[src/rtl/can_fs_pkg.sv]
package can_fs_pkg;

  typedef enum logic [1:0] {
    FLD_OTHER = 2'd0,
    FLD_EOF   = 2'd1,
    FLD_IFS   = 2'd2,
    FLD_SPARE = 2'd3
  } fld_e;

  typedef struct packed {
    logic bus_off;
    logic warn;
    logic tx_idle;
    logic in_reset;
  } stat_t;

endpackage

[src/rtl/can_fs_mode.sv]
module can_fs_mode (
  input  logic clk,
  input  logic rst_n,
  input  logic sw_reset,
  input  logic init_done,
  output logic in_reset
);

  logic in_reset_q;
  logic in_reset_d;

  always_comb begin
    in_reset_d = in_reset_q;
    if (sw_reset) begin
      in_reset_d = 1'b1;
    end else if (init_done) begin
      in_reset_d = 1'b0;
    end
  end

  always_ff @(posedge clk or negedge rst_n) begin
    if (!rst_n) begin
      in_reset_q <= 1'b1;
    end else begin
      in_reset_q <= in_reset_d;
    end
  end

  assign in_reset = in_reset_q;


  sw_to_reset_chk: assert property (@(posedge clk) disable iff (!rst_n)
    sw_reset |=> in_reset_q);


  reset_hold_chk: assert property (@(posedge clk) disable iff (!rst_n)
    (in_reset_q && !init_done) |=> in_reset_q);

endmodule

[src/rtl/can_fs_counters.sv]
module can_fs_counters #(
  parameter int TEC_W        = 9,
  parameter int REC_W        = 8,
  parameter int AMT_W        = 4,
  parameter int WARN_LIMIT   = 96,
  parameter int RECOVER_RUNS = 128
) (
  input  logic             clk,
  input  logic             rst_n,
  input  logic             sw_reset,
  input  logic             hold,
  input  logic             tx_inc_en,
  input  logic [AMT_W-1:0] tx_inc_amt,
  input  logic             tx_dec,
  input  logic             rx_inc_en,
  input  logic [AMT_W-1:0] rx_inc_amt,
  input  logic             rx_dec,
  input  logic             rec11_seen,
  output logic [TEC_W-1:0] tec,
  output logic [REC_W-1:0] rec,
  output logic             bus_off,
  output logic             warn
);

  localparam int TSUM_W = TEC_W + 1;
  localparam int RSUM_W = REC_W + 1;
  localparam logic [TEC_W-1:0]  TEC_OFF  = {1'b1, {(TEC_W-1){1'b0}}};
  localparam logic [TSUM_W-1:0] TEC_OFFX = {2'b01, {(TEC_W-1){1'b0}}};
  localparam logic [REC_W-1:0]  REC_MAX  = {REC_W{1'b1}};
  localparam logic [RSUM_W-1:0] REC_MAXX = {1'b0, {REC_W{1'b1}}};
  localparam logic [TEC_W-1:0]  WARN_T   = TEC_W'(WARN_LIMIT);
  localparam logic [REC_W-1:0]  WARN_R   = REC_W'(WARN_LIMIT);
  localparam logic [REC_W-1:0]  RECOV    = REC_W'(RECOVER_RUNS);

  logic [TEC_W-1:0]  tec_q, tec_d;
  logic [REC_W-1:0]  rec_q, rec_d;
  logic [TSUM_W-1:0] tec_sum;
  logic [RSUM_W-1:0] rec_sum;
  logic [REC_W-1:0]  rec_run;
  logic              off_q;
  logic              cnt_en;

  assign off_q   = tec_q[TEC_W-1];
  assign tec_sum = {1'b0, tec_q} + TSUM_W'(tx_inc_amt);
  assign rec_sum = {1'b0, rec_q} + RSUM_W'(rx_inc_amt);
  assign rec_run = rec_q + REC_W'(1);
  assign cnt_en  = sw_reset | hold | (off_q ? rec11_seen
                 : (tx_inc_en | tx_dec | rx_inc_en | rx_dec));

  always_comb begin
    tec_d = tec_q;
    rec_d = rec_q;
    if (sw_reset || hold) begin
      tec_d = '0;
      rec_d = '0;
    end else if (off_q) begin
      if (rec11_seen) begin
        if (rec_run >= RECOV) begin
          tec_d = '0;
          rec_d = '0;
        end else begin
          rec_d = rec_run;
        end
      end
    end else begin
      if (tx_inc_en) begin
        tec_d = (tec_sum >= TEC_OFFX) ? TEC_OFF : tec_sum[TEC_W-1:0];
      end else if (tx_dec && (tec_q != '0)) begin
        tec_d = tec_q - TEC_W'(1);
      end
      if (rx_inc_en) begin
        rec_d = (rec_sum > REC_MAXX) ? REC_MAX : rec_sum[REC_W-1:0];
      end else if (rx_dec && (rec_q != '0)) begin
        rec_d = rec_q - REC_W'(1);
      end
      if (tec_d[TEC_W-1]) begin
        rec_d = '0;
      end
    end
  end

  always_ff @(posedge clk or negedge rst_n) begin
    if (!rst_n) begin
      tec_q <= '0;
      rec_q <= '0;
    end else if (cnt_en) begin
      tec_q <= tec_d;
      rec_q <= rec_d;
    end
  end

  assign tec     = tec_q;
  assign rec     = rec_q;
  assign bus_off = off_q;
  assign warn    = !off_q && ((tec_q >= WARN_T) || (rec_q >= WARN_R));


  tec_cap_chk: assert property (@(posedge clk) disable iff (!rst_n)
    tec_q <= TEC_OFF);


  off_entry_rec_chk: assert property (@(posedge clk) disable iff (!rst_n)
    $rose(off_q) |-> (rec_q == '0));


  off_rec_step_chk: assert property (@(posedge clk) disable iff (!rst_n)
    (off_q && $past(off_q)) |->
      ((rec_q == $past(rec_q)) || (rec_q == $past(rec_q) + REC_W'(1))));


  recover_clear_chk: assert property (@(posedge clk) disable iff (!rst_n)
    $fell(off_q) |-> ((rec_q == '0) && (tec_q == '0)));

endmodule

[src/rtl/can_fs_activity.sv]
module can_fs_activity
  import can_fs_pkg::*;
#(
  parameter int BN_W     = 3,
  parameter int ACK_BIT  = 7,
  parameter int IDLE_BIT = 3
) (
  input  logic            clk,
  input  logic            rst_n,
  input  logic            sw_reset,
  input  logic            hold,
  input  logic            bus_off,
  input  logic            tx_start,
  input  logic            tx_pending,
  input  logic            bit_tick,
  input  fld_e            field,
  input  logic [BN_W-1:0] bit_num,
  input  logic            arb_lost,
  input  logic            bus_idle,
  input  logic            rx_start,
  input  logic            halt_req,
  output logic            tx_busy,
  output logic            tx_ack
);

  localparam logic [BN_W-1:0] ACK_POS  = BN_W'(ACK_BIT);
  localparam logic [BN_W-1:0] IDLE_POS = BN_W'(IDLE_BIT);

  logic busy_q, busy_d;
  logic ack_q, ack_d;
  logic eof_hit, ifs_hit, forced, quiet;

  assign eof_hit = bit_tick && (field == FLD_EOF) && (bit_num == ACK_POS);
  assign ifs_hit = bit_tick && (field == FLD_IFS) && (bit_num == IDLE_POS);
  assign forced  = arb_lost | bus_idle | rx_start | halt_req;
  assign quiet   = sw_reset | hold | bus_off;

  always_comb begin
    busy_d = busy_q;
    if (quiet || forced) begin
      busy_d = 1'b0;
    end else if (ifs_hit && !tx_pending) begin
      busy_d = 1'b0;
    end else if (tx_start) begin
      busy_d = 1'b1;
    end
  end

  always_comb begin
    ack_d = !quiet && busy_q && eof_hit;
  end

  always_ff @(posedge clk or negedge rst_n) begin
    if (!rst_n) begin
      busy_q <= 1'b0;
      ack_q  <= 1'b0;
    end else begin
      busy_q <= busy_d;
      ack_q  <= ack_d;
    end
  end

  assign tx_busy = busy_q;
  assign tx_ack  = ack_q;


  ack_pos_chk: assert property (@(posedge clk) disable iff (!rst_n)
    ack_q |-> $past(bit_tick && (field == FLD_EOF) && (bit_num == ACK_POS)));


  idle_pend_chk: assert property (@(posedge clk) disable iff (!rst_n)
    (busy_q && !tx_pending && ifs_hit) |=> !busy_q);


  force_idle_chk: assert property (@(posedge clk) disable iff (!rst_n)
    forced |=> !busy_q);

endmodule

[src/rtl/can_fault_status.sv]
module can_fault_status
  import can_fs_pkg::*;
#(
  parameter int TEC_W        = 9,
  parameter int REC_W        = 8,
  parameter int AMT_W        = 4,
  parameter int BN_W         = 3,
  parameter int WARN_LIMIT   = 96,
  parameter int RECOVER_RUNS = 128,
  parameter int ACK_BIT      = 7,
  parameter int IDLE_BIT     = 3
) (
  input  logic             clk,
  input  logic             rst_n,
  input  logic             sw_reset,
  input  logic             init_done,
  input  logic             tx_inc_en,
  input  logic [AMT_W-1:0] tx_inc_amt,
  input  logic             tx_dec,
  input  logic             rx_inc_en,
  input  logic [AMT_W-1:0] rx_inc_amt,
  input  logic             rx_dec,
  input  logic             rec11_seen,
  input  logic             tx_start,
  input  logic             tx_pending,
  input  logic             bit_tick,
  input  logic [1:0]       field_sel,
  input  logic [BN_W-1:0]  bit_num,
  input  logic             arb_lost,
  input  logic             bus_idle,
  input  logic             rx_start,
  input  logic             halt_req,
  output logic [3:0]       status,
  output logic [7:0]       tec_view,
  output logic [7:0]       rec_view,
  output logic             tx_ack
);

  logic             in_reset;
  logic [TEC_W-1:0] tec;
  logic [REC_W-1:0] rec;
  logic             bus_off;
  logic             warn;
  logic             tx_busy;
  stat_t            stat;

  can_fs_mode u_mode (
    .clk       (clk),
    .rst_n     (rst_n),
    .sw_reset  (sw_reset),
    .init_done (init_done),
    .in_reset  (in_reset)
  );

  can_fs_counters #(
    .TEC_W        (TEC_W),
    .REC_W        (REC_W),
    .AMT_W        (AMT_W),
    .WARN_LIMIT   (WARN_LIMIT),
    .RECOVER_RUNS (RECOVER_RUNS)
  ) u_cnt (
    .clk        (clk),
    .rst_n      (rst_n),
    .sw_reset   (sw_reset),
    .hold       (in_reset),
    .tx_inc_en  (tx_inc_en),
    .tx_inc_amt (tx_inc_amt),
    .tx_dec     (tx_dec),
    .rx_inc_en  (rx_inc_en),
    .rx_inc_amt (rx_inc_amt),
    .rx_dec     (rx_dec),
    .rec11_seen (rec11_seen),
    .tec        (tec),
    .rec        (rec),
    .bus_off    (bus_off),
    .warn       (warn)
  );

  can_fs_activity #(
    .BN_W     (BN_W),
    .ACK_BIT  (ACK_BIT),
    .IDLE_BIT (IDLE_BIT)
  ) u_act (
    .clk        (clk),
    .rst_n      (rst_n),
    .sw_reset   (sw_reset),
    .hold       (in_reset),
    .bus_off    (bus_off),
    .tx_start   (tx_start),
    .tx_pending (tx_pending),
    .bit_tick   (bit_tick),
    .field      (fld_e'(field_sel)),
    .bit_num    (bit_num),
    .arb_lost   (arb_lost),
    .bus_idle   (bus_idle),
    .rx_start   (rx_start),
    .halt_req   (halt_req),
    .tx_busy    (tx_busy),
    .tx_ack     (tx_ack)
  );

  always_comb begin
    stat.in_reset = in_reset;
    stat.tx_idle  = !bus_off && !tx_busy;
    stat.warn     = warn;
    stat.bus_off  = bus_off;
  end

  assign status   = stat;
  assign tec_view = tec[7:0];
  assign rec_view = 8'(rec);


  off_not_idle_chk: assert property (@(posedge clk) disable iff (!rst_n)
    status[3] |-> !status[1]);

endmodule

[config.mk]
export PLATFORM = sky130hd
export DESIGN_NAME = can_fault_status
export DESIGN_NICKNAME = d
export VERILOG_FILES = /design/src/rtl/can_fs_pkg.sv /design/src/rtl/can_fs_mode.sv /design/src/rtl/can_fs_counters.sv /design/src/rtl/can_fs_activity.sv /design/src/rtl/can_fault_status.sv
export SDC_FILE = /design/constraint.sdc
export NUM_CORES = 1
export LEC_CHECK = 0
export BUFFER_PORTS_ARGS = -buffer_cell sky130_fd_sc_hd__buf_2
export CAP_MARGIN = 20
export CORE_MARGIN = 2
export CORE_UTILIZATION = 45
export DETAILED_ROUTE_END_ITERATION = 6
export PLACE_DENSITY_LB_ADDON = 0.25
export SLEW_MARGIN = 10
export SYNTH_ARGS = -nofsm -noshare
export SYNTH_HDL_FRONTEND = slang
export SYNTH_SLANG_ARGS = --single-unit
[constraint.sdc]
create_clock -name clk -period 2.4 [get_ports clk]
set_input_delay 0.12 -clock clk [delete_from_list [all_inputs] [get_ports clk]]
set_output_delay 0.12 -clock clk [all_outputs]
set_load 0.005 [all_outputs]
==> out/metrics.csv, run 1 <==
metric,value,unit
CP cell instances,"ha_2, inv_1, fa_1, nand2b_4, a21oi_4, a41oi_2, o21ai_1, o21ai_0, a32o_1",
# IOs,50,
DRT Pass-1 Iters,5,
Buffers on Ports,49,
antenna cell count,0,
CP Max Fanout,6,
Gate Count Post-Synth,254,
Skew-Pair Late Insertion Delay,260,ps
"Distinct cells, synth",55,
Crit path max-delay family,compound AO/OA/AOI/OAI gates,
Setup crit start kind,flop,
Final WS setup,136,ps
Die ar.,4920,um2
width of the chip,70.1,um
CTS Buf Count,3,
post-synthesis sequential element count,20,
initial drt markers,180,
final hold vios,0,
Psw,419,uW
initial antenna violation count,0,
f_max,442,MHz
post-synthesis async set-or-reset flop share,1.00,
CTS H-tree lvls,1,
multi-input combinational cell area,1370,um2
Logic pwr share,0.435,
Hold Crit Class,primary input to flop,
Relative slew margins,0.550,
"top cells by count, synth","nor2_1 (25), nand2_1 (20), o21ai_0 (20)",
TNS Setup,0,ps
outcome,"complete, no violations",
Worst Skew,6.33,ps
via count,2118,
Worst-Margin Slew,672,ps
worst path arrival time,2410,ps
fin crit period,2260,ps
pre-CTS WS,35.8,ps
first-pass GRT wire length,9190,um
clock slew at reported path FFs,70,ps
Hold Path Stages,2,
Clock power frac,0.199,
worst reg2reg endpoint,u_cnt.rec[0],
placed cells,352,
worst reg-to-reg setup slack,140,ps
fillcell total,419,
most common cell in the netlist,nor2_1,
power per standard cell area,475,nW/um2
leakage power,0.00110,uW
DIE HEIGHT,70.1,um
DR DRC count,0,
max cap viols,0,
deepest clock path buffer count,2,
Final ANT Viol Nets,0,
routability cong.,0.889,
Area Overhead vs Synth,22.1,%
layout cells sized above 1,0.275,
grt total ovfl,0,
average vias per placed instance,5.93,
Worst setup EP type,flop,
final std cells w/o fill,357,
core area,4290,um2
WL final,5480,um
"Top FF cell, synth",dfrtp_1,
CTS tree,built,
r2r worst-path depth,9,
drt wl/cell,15.3,um
vias in the first global route,1955,
CP required,2550,ps
Initial Utilization,0.458,
Overall Power,1140,uW
Final nets,349,
Register Area,502,um2
GRT Util Overall,0.227,
DP HPWL,4270,um
syn_area_per_cell,7.74,um2
worst flop-to-flop path startpoint,u_cnt.tec[0],
Levels on crit path,9,
final period utilization,0.943,
CTS root buffer,clkbuf_8,
Syn. warnings,0,
Syn Nets,297,
Internal,721,uW
unrepaired setup endpoints after global routing,no,
Crit path buffers/inverters,1,
final slew viol count,0,
net switching share of the total power,0.367,
sequential area share after synthesis,0.255,
CP max-delay cell,fa_1,
Std-Cell Rows,24,
Synth area leaders,"dfrtp_1 (24%), ha_1 (7.6%), o21ai_0 (5.1%), nor2_1 (4.8%), nand2_1 (3.8%)",
largest area contributor in the netlist,dfrtp_1,
Critical Path Max Stage Delay,400,ps
"EDFF count, synth",0,
Sink Count,20,
worst setup path end,u_cnt.rec[0],
Setup Buffers After CTS,0,
setup violators final,0,
Synth Cell Area,1970,um2
largest net degree at the start of global routing,21,
Synth top area share,0.242,
Max VDD drop,0.252,mV
CP startpoint,u_cnt.tec[0],
Seq pwr share,0.367,
Crit Path Class,flop to flop,
==> layout make-up <==
class,count,area share
clock buffer,4,0.0188
inverter,16,0.0250
multi-input combinational,201,0.570
sequential,20,0.209
tap,52,0.0271
timing repair buffer,64,0.150
==> flip-flops by register name, indices dropped and copies added (netlist names) <==
register and count:
u_cnt.tec 9, u_cnt.rec 8, u_act.tx_ack 1, u_act.tx_busy 1, u_mode.in_reset 1
==> layout by cell type (no fill, tap or decap), types with 3 or more instances in the layout <==
cell type | netlist | final
nand2b_1 | 6 | 5
nor4_1 | 5 | 5
nand2_1 | 20 | 20
xor2_1 | 5 | 5
clkbuf_8 | 0 | 3
buf_2 | 4 | 49
inv_1 | 16 | 16
xnor2_1 | 3 | 3
nor2b_1 | 4 | 4
buf_4 | 3 | 14
o21ai_0 | 20 | 19
a21oi_1 | 8 | 8
a22o_1 | 3 | 3
nor3_1 | 10 | 10
o211ai_1 | 5 | 5
nor2_1 | 25 | 24
a31oi_1 | 7 | 7
or3_1 | 4 | 4
a21o_1 | 3 | 3
dfrtp_1 | 19 | 19
ha_1 | 12 | 11
o221ai_1 | 4 | 4
nand4_1 | 3 | 3
nand3_1 | 11 | 11
==> worst reg2reg max path, cell delays in order (launching register included) <==
cell,delay [ps]
dfrtp_1,350
ha_2,190
inv_1,60
fa_1,400
nand2b_4,180
a21oi_4,180
a41oi_2,230
o21ai_1,180
o21ai_0,120
a32o_1,260
==> how the worst min path moves through the flow <==
| stage | from | to | slack [ps] |
|---|---|---|---|
| after detailed placement | rst_n | u_cnt.tec[7] | 110 |
| after CTS | sw_reset | u_mode.in_reset | 80 |
| after floorplan | rst_n | u_act.tx_ack | -180 |
| after global placement | rst_n | u_cnt.tec[5] | 100 |
| after global routing | sw_reset | u_mode.in_reset | 80 |
| final | sw_reset | u_mode.in_reset | 80 |
==> power by group through the flow <==
stage | Combinational, uW | Sequential, uW | Clock, uW
finish | 495 | 418 | 226
global route | 554 | 423 | 250
CTS | 484 | 417 | 238
detailed placement | 480 | 423 | 0
global placement | 474 | 423 | 0
floorplan | 335 | 411 | 0
==> what timing repair did <==
action,CTS,global route
endpoints found under the setup margin,0,9
hold buffers,1,0
resized for setup,0,10
hold endpoints to repair,19,0
==> kinds of logic (layout without fill, tap and decap cells) <==
| logic type | after synthesis | after routing | synth area share |
|---|---|---|---|
| AOI/OAI and AO/OA | 78 | 78 | 0.275 |
| DFF | 20 | 20 | 0.255 |
| and+or+nand+nor | 101 | 101 | 0.265 |
| buffers and inverters | 33 | 84 | 0.0725 |
| adders and majority gates | 14 | 14 | 0.0967 |
| xor gates and xnor gates | 8 | 8 | 0.0356 |
==> layer usage <==
| layer | GRT usage | part of all wire |
|---|---|---|
| met4 | 0.0470 | 0.010 |
| met5 | 0 | 0 |
| met3 | 0.0317 | 0.064 |
| met1 | 0.340 | 0.48 |
| met2 | 0.349 | 0.45 |
==> metrics by stage <==
stage,utilization,hold slack [ps],cell area [um2]
after floorplan,-,-176,1970
after global placement,0.536,104,2300
after detailed placement,0.536,111,2300
after CTS,0.548,80.4,2350
after global routing,0.559,84.3,2400
final,0.559,82.7,2400
(Power assumes the default switching activity.)
==> run 2: changes to the inputs <==
==> constraint.sdc (replaced) <==
create_clock -name clk -period 2.7 [get_ports clk]
set_input_delay 0.135 -clock clk [delete_from_list [all_inputs] [get_ports clk]]
set_output_delay 0.135 -clock clk [all_outputs]
set_load 0.005 [all_outputs]
==> run 2 against run 1 <==
Effect of this change:
- via count fell by 0.94%
- design area fell by 3.5%
- critical endpoint unchanged
- total power fell by 13%
==> out/metrics.csv, run 2 (synthesis results as in run 1) <==
metric,value,unit,change
worst flop-to-flop path startpoint,u_cnt.tec[0],,
routing usage on met1,0.321,,-0.0194
initial antenna violation count,0,,unchanged
GR Util met2,0.335,,-0.0138
Setup Buffers After CTS,0,,unchanged
CTS root buffer,clkbuf_8,,
most frequent cells in the layout,"buf_2 (49), nor2_1 (25), nand2_1 (20), o21ai_0 (20), dfrtp_1 (19)",,
Relative slew margins,0.540,,-0.0104
Worst-Margin Slew,687,ps,+15.5 ps
Die ar.,4920,um2,unchanged
met3 usage,0.0433,,+0.0115
Hold Crit Class,primary input to flop,,
Final ANT Viol Nets,0,,unchanged
CP required,2850,ps,+300 ps
routability cong.,0.845,,-4.9%
core area,4290,um2,unchanged
grt total ovfl,0,,unchanged
worst reg-to-reg setup slack,200,ps,+60 ps
deepest clock path buffer count,2,,unchanged
drt wl/cell,14.4,um,-6.3%
unrepaired setup endpoints after global routing,no,,
power per standard cell area,427,nW/um2,-9.9%
largest net degree at the start of global routing,21,,unchanged
gr busiest metal,met2,,
Util after Layout,0.540,,-0.0195
Initial Utilization,0.458,,unchanged
Sink Count,20,,unchanged
CTS tree,built,,
final slew viol count,0,,unchanged
clock slew at reported path FFs,70,ps,about the same
DRT Pass-1 Iters,5,,unchanged
via count,2098,,-0.94%
CTS H-tree lvls,1,,unchanged
worst path arrival time,2650,ps,+240 ps
WL final,5050,um,-7.9%
Worst Hold Launch,sw_reset,,
layout cells sized above 1,0.237,,-0.0380
fillcell total,434,,+3.6%
final hold vios,0,,unchanged
outcome,"complete, no violations",,
f_max,400,MHz,-9.4%
DP HPWL,3940,um,-7.7%
Area Overhead vs Synth,17.8,%,
fin crit period,2500,ps,+236 ps
final period utilization,0.926,,-0.0174
Buffers on Ports,49,,unchanged
leakage power,0.00105,uW,-4.1%
"commonest non-fill, non-tap cell in the layout",buf_2,,
Hold EP,u_mode.in_reset,,
DR DRC count,0,,unchanged
Final nets,343,,-1.7%
r2r worst-path depth,9,,unchanged
max cap viols,0,,unchanged
TNS Setup,0,ps,unchanged
average vias per placed instance,5.98,,+0.75%
setup violators final,0,,unchanged
first-pass GRT wire length,8700,um,-5.3%
CP Max Fanout,6,,unchanged
Worst Skew,2.93,ps,-3.40 ps
Worst setup EP type,flop,,
initial drt markers,151,,-16%
Std-Cell Rows,24,,unchanged
CTS Buf Count,3,,unchanged
antenna cell count,0,,unchanged
worst reg2reg endpoint,u_cnt.rec[0],,
max reg flops,9,,unchanged
Setup crit start kind,flop,,
Hold Path Stages,2,,unchanged
# IOs,50,,unchanged
vias in the first global route,1819,,-7.0%
width of the chip,70.1,um,unchanged
GRT Util Overall,0.217,,-0.0102
DIE HEIGHT,70.1,um,unchanged
Crit Path Class,flop to flop,,
Max VDD drop,0.240,mV,-4.5%
Skew-Pair Late Insertion Delay,260,ps,about the same
## run 2: worst max-delay path: stages, from the launching register on
cell	delay [ps]
dfrtp_1	430
ha_1	230
inv_1	60
fa_1	390
nand2b_1	190
a21oi_2	280
a41o_1	270
o21a_1	210
o21ai_0	120
a32o_1	220
## run 2: metrics by stage
| step | instance area, um2 | hold slack (ps) | cells | total power (uW) | worst slack (ps) |
|---|---|---|---|---|---|
| 2_1_floorplan | 1970 | -161 | 254 | 663 | 452 |
| 3_3_place_gp | 2250 | 114 | 346 | 788 | 288 |
| 3_5_place_dp | 2250 | 112 | 346 | 792 | 150 |
| 4_1_cts | 2310 | 101 | 351 | 998 | 134 |
| 5_1_grt | 2320 | 116 | 351 | 1070 | 38.6 |
| 6_report | 2320 | 107 | 351 | 990 | 200 |
## run 2: cell type report
type                       count  area [um2]  area share
multi-input combinational    201        1330       0.574
sequential                    20         502       0.217
timing repair buffer          58         315       0.136
tap                           52        65.1      0.0281
inverter                      16        60.1      0.0259
clock buffer                   4        45.0      0.0194
## run 2: what timing repair did
action,4_1_cts,5_1_grt
hold buffers,1,0
gates resized for setup,0,1
setup endpoints to repair,0,1
endpoints found under the hold margin,19,0
## run 2: worst max-delay path by stage
stage | start | to | cells after the start
floorplan | u_cnt.tec[0] | u_cnt.rec[0] | 9
global placement | u_cnt.tec[0] | u_cnt.rec[0] | 9
detailed placement | u_cnt.tec[0] | u_cnt.rec[0] | 9
CTS | u_cnt.tec[0] | u_cnt.rec[0] | 9
global route | u_cnt.tec[0] | u_cnt.rec[3] | 9
finish | u_cnt.tec[0] | u_cnt.rec[0] | 9
## run 2: per-layer routing
| metal | vias up | part of all wire | wire length (um) |
|---|---|---|---|
| met1 | 990 | 0.48 | 2440 |
| met5 | - | 0 | 0 |
| li1 | 1033 | - | - |
| met3 | 2 | 0.067 | 336 |
| met4 | 0 | 0.0040 | 20 |
| met2 | 73 | 0.45 | 2250 |
## run 2: report_power, final
part           switching [uW]  internal (uW)
registers                48.1            328
clock network            94.8            105
logic                     215            199
